===== src/rtl/usb_ep_pkg.sv =====
package usb_ep_pkg;
  localparam int unsigned B_IN_RDY = 8;
  localparam int unsigned B_AUTO   = 12;
  localparam int unsigned B_WMASK  = 15;
  localparam int unsigned B_ORDY   = 16;
  localparam int unsigned B_OFULL  = 17;
  localparam int unsigned B_OOVR   = 18;
  localparam int unsigned B_OERR   = 19;
  localparam int unsigned QDEPTH   = 2;

  typedef struct packed {
    logic err;
    logic ovr;
    logic full;
    logic rdy;
  } out_stat_t;
endpackage


===== src/rtl/usb_ep_out_queue.sv =====
module usb_ep_out_queue #(
  parameter int unsigned FIFO_BYTES = 64,
  parameter int unsigned MPS_W      = 7
) (
  input  logic             clk,
  input  logic             rst_n,
  input  logic             en,
  input  logic             iso,
  input  logic [MPS_W-1:0] max_pkt,
  input  logic             load,
  input  logic             load_err,
  input  logic             pop,
  input  logic             ovr_clr,
  output usb_ep_pkg::out_stat_t stat,
  output logic             ovr_flag
);
  localparam int unsigned HALF = FIFO_BYTES / 2;
  localparam int unsigned QD   = usb_ep_pkg::QDEPTH;

  logic [1:0]  qcnt_q, qcnt_n;
  logic        rdy_q, rdy_n;
  logic        ovr_q, ovr_n;
  logic [QD-1:0] err_q, err_n, err_shift;
  logic [1:0]  depth_lim, cnt_after_pop;
  logic        pop_ok, accept, drop;

  // two-packet depth only when a maximum packet fits in half the FIFO
  assign depth_lim     = (max_pkt <= MPS_W'(HALF)) ? 2'd2 : 2'd1;
  assign pop_ok        = pop & rdy_q;
  assign cnt_after_pop = qcnt_q - {1'b0, pop_ok};
  assign accept        = en & load & (cnt_after_pop < depth_lim);
  assign drop          = en & load & ~accept;

  // shift the error flags toward the head on an unload
  generate
    for (genvar i = 0; i < QD; i++) begin : g_shift
      if (i == QD - 1) begin : g_tail
        assign err_shift[i] = pop_ok ? 1'b0 : err_q[i];
      end else begin : g_body
        assign err_shift[i] = pop_ok ? err_q[i+1] : err_q[i];
      end
    end
  endgenerate

  always_comb begin
    qcnt_n = cnt_after_pop + {1'b0, accept};
    err_n  = err_shift;
    if (accept) begin
      err_n[cnt_after_pop[0]] = load_err;
    end
    if (pop_ok) begin
      rdy_n = 1'b0;
    end else begin
      rdy_n = (qcnt_n != 2'd0);
    end
    if (drop && iso) begin
      ovr_n = 1'b1;
    end else if (ovr_clr) begin
      ovr_n = 1'b0;
    end else begin
      ovr_n = ovr_q;
    end
  end

  always_ff @(posedge clk or negedge rst_n) begin
    if (!rst_n) begin
      qcnt_q <= 2'd0;
      rdy_q  <= 1'b0;
      ovr_q  <= 1'b0;
      err_q  <= '0;
    end else begin
      qcnt_q <= qcnt_n;
      rdy_q  <= rdy_n;
      ovr_q  <= ovr_n;
      err_q  <= err_n;
    end
  end

  assign stat.rdy  = rdy_q;
  assign stat.full = rdy_q & (qcnt_q == depth_lim);
  assign stat.ovr  = ovr_q;
  assign stat.err  = rdy_q & err_q[0];
  assign ovr_flag  = ovr_q;
endmodule


===== src/rtl/usb_ep_in_ctrl.sv =====
module usb_ep_in_ctrl #(
  parameter int unsigned MPS_W = 7,
  parameter int unsigned BW    = 3
) (
  input  logic             clk,
  input  logic             rst_n,
  input  logic             en_in,
  input  logic             ctl_wr,
  input  logic             wr_auto,
  input  logic             wr_rdy,
  input  logic             fifo_wr,
  input  logic [BW-1:0]    fifo_bytes,
  input  logic [MPS_W-1:0] max_pkt,
  input  logic             pkt_sent,
  output logic             auto_en,
  output logic             in_rdy
);
  localparam int unsigned CW = MPS_W + 1;

  logic [CW-1:0] cnt_q, cnt_n;
  logic [CW:0]   sum;
  logic          auto_q, auto_n, rdy_q, rdy_n, hit, cnt_en;

  assign sum    = {1'b0, cnt_q} + (CW+1)'(fifo_bytes);
  assign cnt_en = en_in & fifo_wr;
  assign hit    = cnt_en & auto_q & (sum == (CW+1)'(max_pkt));

  always_comb begin
    cnt_n = cnt_q;
    if (pkt_sent) begin
      cnt_n = '0;
    end else if (cnt_en) begin
      cnt_n = sum[CW] ? '1 : sum[CW-1:0];
    end
    if (pkt_sent) begin
      rdy_n = 1'b0;
    end else if (ctl_wr) begin
      rdy_n = wr_rdy | hit;
    end else begin
      rdy_n = rdy_q | hit;
    end
    auto_n = ctl_wr ? wr_auto : auto_q;
  end

  always_ff @(posedge clk or negedge rst_n) begin
    if (!rst_n) begin
      cnt_q  <= '0;
      rdy_q  <= 1'b0;
      auto_q <= 1'b0;
    end else begin
      cnt_q  <= cnt_n;
      rdy_q  <= rdy_n;
      auto_q <= auto_n;
    end
  end

  assign auto_en = auto_q;
  assign in_rdy  = rdy_q;
endmodule


===== src/rtl/usb_ep_csr.sv =====
module usb_ep_csr #(
  parameter int unsigned FIFO_BYTES = 64,
  parameter int unsigned MPS_W      = 7,
  parameter int unsigned BW         = 3
) (
  input  logic             clk,
  input  logic             rst_n,
  input  logic             ep_dir_in,
  input  logic             ep_iso,
  input  logic [MPS_W-1:0] max_pkt,
  input  logic             reg_wr,
  input  logic [31:0]      reg_wdata,
  output logic [31:0]      reg_rdata,
  input  logic             cpu_fifo_wr,
  input  logic [BW-1:0]    cpu_fifo_bytes,
  input  logic             usb_pkt_loaded,
  input  logic             usb_pkt_err,
  input  logic             usb_in_sent
);
  import usb_ep_pkg::*;

  logic      wmask_q, wmask_n;
  logic      ctl_wr, out_pop, out_ovr_clr, out_en;
  logic      auto_en, in_rdy, out_ovr;
  out_stat_t ostat;

  assign out_en      = ~ep_dir_in;
  assign ctl_wr      = reg_wr & reg_wdata[B_WMASK];
  assign out_pop     = reg_wr & out_en & ~reg_wdata[B_ORDY];
  assign out_ovr_clr = reg_wr & out_en & ~reg_wdata[B_OOVR];

  always_comb begin
    wmask_n = reg_wr ? reg_wdata[B_WMASK] : wmask_q;
  end

  always_ff @(posedge clk or negedge rst_n) begin
    if (!rst_n) begin
      wmask_q <= 1'b0;
    end else begin
      wmask_q <= wmask_n;
    end
  end

  usb_ep_out_queue #(.FIFO_BYTES(FIFO_BYTES), .MPS_W(MPS_W)) u_outq (
    .clk      (clk),
    .rst_n    (rst_n),
    .en       (out_en),
    .iso      (ep_iso),
    .max_pkt  (max_pkt),
    .load     (usb_pkt_loaded),
    .load_err (usb_pkt_err),
    .pop      (out_pop),
    .ovr_clr  (out_ovr_clr),
    .stat     (ostat),
    .ovr_flag (out_ovr)
  );

  usb_ep_in_ctrl #(.MPS_W(MPS_W), .BW(BW)) u_inc (
    .clk        (clk),
    .rst_n      (rst_n),
    .en_in      (ep_dir_in),
    .ctl_wr     (ctl_wr),
    .wr_auto    (reg_wdata[B_AUTO]),
    .wr_rdy     (reg_wdata[B_IN_RDY]),
    .fifo_wr    (cpu_fifo_wr),
    .fifo_bytes (cpu_fifo_bytes),
    .max_pkt    (max_pkt),
    .pkt_sent   (usb_in_sent),
    .auto_en    (auto_en),
    .in_rdy     (in_rdy)
  );

  always_comb begin
    reg_rdata           = '0;
    reg_rdata[B_IN_RDY] = in_rdy;
    reg_rdata[B_AUTO]   = auto_en;
    reg_rdata[B_WMASK]  = wmask_q;
    reg_rdata[B_ORDY]   = out_en & ostat.rdy;
    reg_rdata[B_OFULL]  = out_en & ostat.full;
    reg_rdata[B_OOVR]   = out_en & ep_iso & ostat.ovr;
    reg_rdata[B_OERR]   = out_en & ep_iso & ostat.err;
  end
endmodule


===== config.mk =====
export PLATFORM = sky130hd
export DESIGN_NAME = usb_ep_csr
export DESIGN_NICKNAME = d
export VERILOG_FILES = /design/src/rtl/usb_ep_pkg.sv /design/src/rtl/usb_ep_out_queue.sv /design/src/rtl/usb_ep_in_ctrl.sv /design/src/rtl/usb_ep_csr.sv
export SDC_FILE = /design/constraint.sdc
export NUM_CORES = 1
export LEC_CHECK = 0
export CAP_MARGIN = 20
export CORE_UTILIZATION = 42
export DETAILED_ROUTE_END_ITERATION = 7
export PLACE_DENSITY_LB_ADDON = 0.25
export SLEW_MARGIN = 20
export SYNTH_ARGS = -nofsm -noshare
export SYNTH_HDL_FRONTEND = slang
export SYNTH_HIERARCHICAL = 1
export SYNTH_SLANG_ARGS = --single-unit
export TNS_END_PERCENT = 5

===== constraint.sdc =====
create_clock -name clk -period 3.4 [get_ports clk]
set_input_delay 0.68 -clock clk [delete_from_list [all_inputs] [get_ports clk]]
set_output_delay 0.68 -clock clk [all_outputs]
set_load 0.05 [all_outputs]

== Word-level counts from Yosys, hierarchy flattened ==
Cells that the tools add are included.

* Output and inout bits: 32
* Register bits after elaboration: 17
* Logic and storage cells: 61

* $lt $le $gt $ge: 4
* Bitwise operators: 24
* Eq/ne operators: 2
* $add $sub $neg: 3
* Mux-type cells: 15
* Reductions and logical operators: 5

{| class="wikitable"
|+ Operators with widths
! cell !! number
|-
| two-way mux 8 bit || 3
|-
| bitwise AND 1 bit || 18
|-
| adder 8 x 3 -> 9 bit || 1
|-
| == test 9 x 7 -> 1 bit || 1
|-
| two-way mux 1 bit || 8
|-
| less-or-equal comparator 7 x 6 -> 1 bit (second input constant) || 1
|-
| nonzero test 2 bit || 3
|-
| two-way mux 2 bit || 2
|-
| inverter 1 bit || 4
|-
| adder 2 x 1 -> 2 bit || 1
|-
| bitwise mux 2 bit || 1
|-
| == test 2 bit || 1
|-
| logical AND 1 bit || 2
|-
| < comparator 1 x 2 -> 1 bit (second input constant) || 1
|-
| < comparator 2 bit || 1
|-
| OR 1 bit || 2
|-
| subtractor 2 x 1 -> 2 bit || 1
|-
| demux 1 bit (select 1 bit) || 1
|-
| greater-or-equal comparator 1 bit (second input constant) || 1
|}

== Longest topological paths before layout ==
* Depth in word-level cells: 11
* Mapped depth: 10
* Depth with buffers taken out: 10

== By module ==
Netlist, hierarchy kept.

{| class="wikitable"
|+ Modules (own cells, without submodules)
! module !! sequential area each (um^2) !! area an instance (um^2) !! cells an instance !! times used
|-
| usb_ep_in_ctrl || 250.2 || 754.5 || 79 || 1
|-
| usb_ep_out_queue || 150.1 || 404.1 || 40 || 1
|-
| usb_ep_csr || 25.0 || 316.6 || 39 || 1
|}

== Least setup slack after synthesis ==
Ideal clock, no wire load.

* Path type: in2out
* Start: input max_pkt[0]
* End: output reg_rdata[17]
* Setup slack: 0.794 ns
* Path buffers: 0
* Data arrival time: 1.926 ns
* Cell stages on the path: 4
* Cells stage by stage: or4_4 -> o31a_1 -> mux2i_1 -> and2b_2

{| class="wikitable"
|+ RTL lines
! item !! line !! text
|-
| from (decl) || usb_ep_csr.sv:10 || <nowiki>input logic [MPS_W-1:0] max_pkt,</nowiki>
|-
| to (decl) || usb_ep_csr.sv:13 || <nowiki>output logic [31:0] reg_rdata,</nowiki>
|}

==> flow_metrics.env <==
export IMPL_fillers=342
export IMPL_tightest_slew_ns=0.783
export IMPL_status="finished clean"
export IMPL_drc=0
export IMPL_path_max_fanout=3
export IMPL_synth_seq_cells=17
export IMPL_p_per_area_nw_per_um2=447
export IMPL_syn_inst=158
export IMPL_cp_slowest_cell="or4_4"
export IMPL_area_growth_pct=15.3
export IMPL_via_per_inst=4.88
export IMPL_clkPwrFrac_pct=13.9
export IMPL_clk_path_buf_depth=2
export IMPL_cts_hold_buf=0
export IMPL_clkLatencyLatePin_ns=0.28
export IMPL_ant_nets=0
export IMPL_fmax_ghz=0.315
export IMPL_die_w_um=61.3
export IMPL_period_share_pct=93.4
export IMPL_period_needed_ns=3.17
export IMPL_finalSetupTns_ns=0
export IMPL_critPathCaptureType="output port"
export IMPL_fp_dieArea_um2=3750
export IMPL_cp_data_arrival_time_ns=2.49
export IMPL_comb_power_share_pct=49.8
export IMPL_critical_path_class="input pin to output port"
export IMPL_cp_slowest_stage_delay_ns=0.57
export IMPL_grt_use_total_pct=15.8
export IMPL_power_uw=760
export IMPL_first_global_vias=1052
export IMPL_fin_area_um2=1700
export IMPL_clk_pin_slew_ns=0.09
export IMPL_ios=83
export IMPL_wl_per_cell_um=12.0
export IMPL_clock_sinks=17
export IMPL_irDropWorstVdd_mv=0.239
export IMPL_final_max_slew_violation_count=0
export IMPL_start_util_pct=43.9
export IMPL_io_buffers=30
export IMPL_ys_types=47
export IMPL_slew_limit_headroom_pct=47.7
export IMPL_clock_root_buffer="clkbuf_4"
export IMPL_power_leakage_uw=0.000757
export IMPL_htree_levels=1
export IMPL_finalWirelength_um=2740
export IMPL_yosysWarnings=6
export IMPL_hpwl_um=2220
export IMPL_whs_ns=0.521
export IMPL_rows=21
export IMPL_power_switching_uw=319
export IMPL_internal_power_uw=441
export IMPL_drive_above_1_share_pct=8.24
export IMPL_fp_dieH_um=61.3
export IMPL_placed_area_um2=1670
export IMPL_clock_skew_ns=0.00324
export IMPL_rsz0062_at_grt="no"
export IMPL_hold_viol_final=0
export IMPL_syn_area_per_cell_um2=9.34
export IMPL_coreArea_um2=3360
export IMPL_overflow=0
export IMPL_tritoncts="done"
export IMPL_numCtsBuffers=3
export IMPL_dr_pass1_iters=4
export IMPL_synth_seq_area_share_pct=28.8
export IMPL_start_kind="input pin"
export IMPL_seqPwrFrac_pct=36.3
export IMPL_postCtsSetupRepairBufs=0
export IMPL_vias=1113
export IMPL_cp_required_ns=2.72
export IMPL_place_inst=224
export IMPL_antenna_found_initial=0
export IMPL_hold_class="flip-flop to flip-flop"
export IMPL_crit_chain="clkdlybuf4s50_1, or4_4, o31a_1, mux2i_1, and2b_2, buf_12"
export IMPL_drv_cap=0
export IMPL_antennaDiodeCount=0
export IMPL_routabilityCongestion=0.908
export IMPL_grt_start_max_net_pins=18
export IMPL_drt_iter0_markers=46
export IMPL_fin_cells=228
export IMPL_p_sw_share_pct=41.9
export IMPL_grt_pass1_wl_um=4380
export IMPL_finalSetupViolCount=0
export IMPL_post_cts_resized=0
export IMPL_syn_area_um2=1480
export IMPL_layout_nets=240
-- power groups by stage --
stage | registers (uW) | clock network [uW] | logic (uW)
after detailed placement | 280 | 0 | 380
after global routing | 283 | 122 | 411
after global placement | 276 | 0 | 370
final | 276 | 106 | 378
after floorplan | 268 | 0 | 328
after CTS | 276 | 112 | 381
-- per-layer routing --
| layer | part of all wire, % | global-route usage [%] | up-vias |
|---|---|---|---|
| met1 | 44 | 18.6 | 522 |
| met4 | 0.66 | 6.82 | 0 |
| met3 | 5.9 | 1.89 | 4 |
| met2 | 49 | 28.7 | 43 |
| li1 | - | - | 544 |
| met5 | 0 | 0 | - |
-- cell usage in the layout (no fill, tap or decap), types with 3 or more instances in the layout --
cell and n:
dfrtp_1 17, nand2_1 5, inv_1 7, conb_1 25, nor2_1 14, and2_1 3
clkdlybuf4s50_1 29, a211oi_1 7, nand4_1 4, ha_1 5, xnor2_1 7, xor2_1 7
clkbuf_4 3, mux2i_1 5, nand3_1 4
-- final cells by class --
class | instances | area [um2] | share of cell area (%)
multi-input combinational | 124 | 855 | 50.3
inverter | 7 | 26.3 | 1.55
clock buffer | 4 | 26.3 | 1.55
sequential | 17 | 425 | 25.0
timing repair buffer | 30 | 310 | 18.2
tap | 46 | 57.6 | 3.38
-- final timing paths --
path	startpoint	endpoint	slack [ns]	depth (start not counted)
worst max-delay path	max_pkt[0]	reg_rdata[17]	0.23	6
worst min-delay path	wmask_q$_DFFE_PN0P_	wmask_q$_DFFE_PN0P_	0.52	1
worst max register to register	u_outq/rdy_q$_DFF_PN0_	u_outq/rdy_q$_DFF_PN0_	1.24	9
worst min register to register	wmask_q$_DFFE_PN0P_	wmask_q$_DFFE_PN0P_	0.52	1
max in group asynchronous	rst_n	u_inc/cnt_q[6]$_DFFE_PN0P_	2.07	1
min in group asynchronous	rst_n	u_outq/err_q[0]$_DFF_PN0_	0.84	1
-- Yosys cell counts, drive strengths merged --
library cell / n / area (um2)
a211oi: 7 / 52.6
a21bo: 1 / 10.0
a21boi: 1 / 7.51
a21o: 2 / 15.0
a21oi: 3 / 26.3
a2bb2oi: 1 / 8.76
a31oi: 1 / 6.26
a41o: 1 / 10.0
and2: 3 / 18.8
and2b: 2 / 17.5
and3b: 3 / 28.8
and4: 1 / 10.0
buf: 34 / 259
conb: 1 / 3.75
dfrtp: 17 / 425
fa: 1 / 20.0
ha: 5 / 62.6
inv: 7 / 26.3
mux2: 4 / 48.8
mux2i: 5 / 50.1
nand2: 5 / 18.8
nand3: 4 / 20.0
nand3b: 1 / 7.51
nand4: 4 / 25.0
nor2: 14 / 52.6
nor2b: 1 / 6.26
nor3: 1 / 5.00
nor3b: 2 / 15.0
nor4b: 1 / 8.76
o2111ai: 1 / 8.76
o211ai: 1 / 7.51
o21a: 1 / 7.51
o21ai: 1 / 5.00
o311ai: 1 / 8.76
o31a: 1 / 8.76
o31ai: 2 / 15.0
or2: 1 / 6.26
or4: 2 / 18.8
xnor2: 7 / 61.3
xor2: 7 / 61.3
-- sequential cells by signal, indices dropped and copies added (netlist names) --
register and flops:
u_outq/rdy_q 1, u_inc/in_rdy 1, u_outq/err_q 2, u_outq/qcnt_q 2, wmask_q 1, u_inc/cnt_q 8
u_inc/auto_en 1, u_outq/ovr_flag 1
-- critical path, delay by kind of cell --
| kind | cells | cell delay (ns) |
|---|---|---|
| compound gates | 1 | 0.31 |
| simple gates | 2 | 0.78 |
| mux | 1 | 0.13 |
| buf+inv | 2 | 0.59 |
-- through the flow --
| step | setup slack [ns] | util, % |
|---|---|---|
| 6_report | 0.225 | 50.6 |
| 5_1_grt | 0.179 | 50.6 |
| 3_5_place_dp | 0.217 | 49.8 |
| 2_1_floorplan | 0.794 | - |
| 4_1_cts | 0.215 | 50.6 |
| 3_3_place_gp | 0.224 | 49.8 |
-- cell families after synthesis --
logic type                 count (synthesis)  synth area share (%)
AOI/OAI and AO/OA                         25                  13.4
buffers and inverters                     41                  19.3
DFF                                       17                  28.8
and+or+nand+nor                           45                  17.6
adders and majority gates                  6                  5.60
other                                      1                 0.254
muxes                                      9                  6.70
xor gates and xnor gates                  14                  8.31
Power figures use the tool's default switching activity.
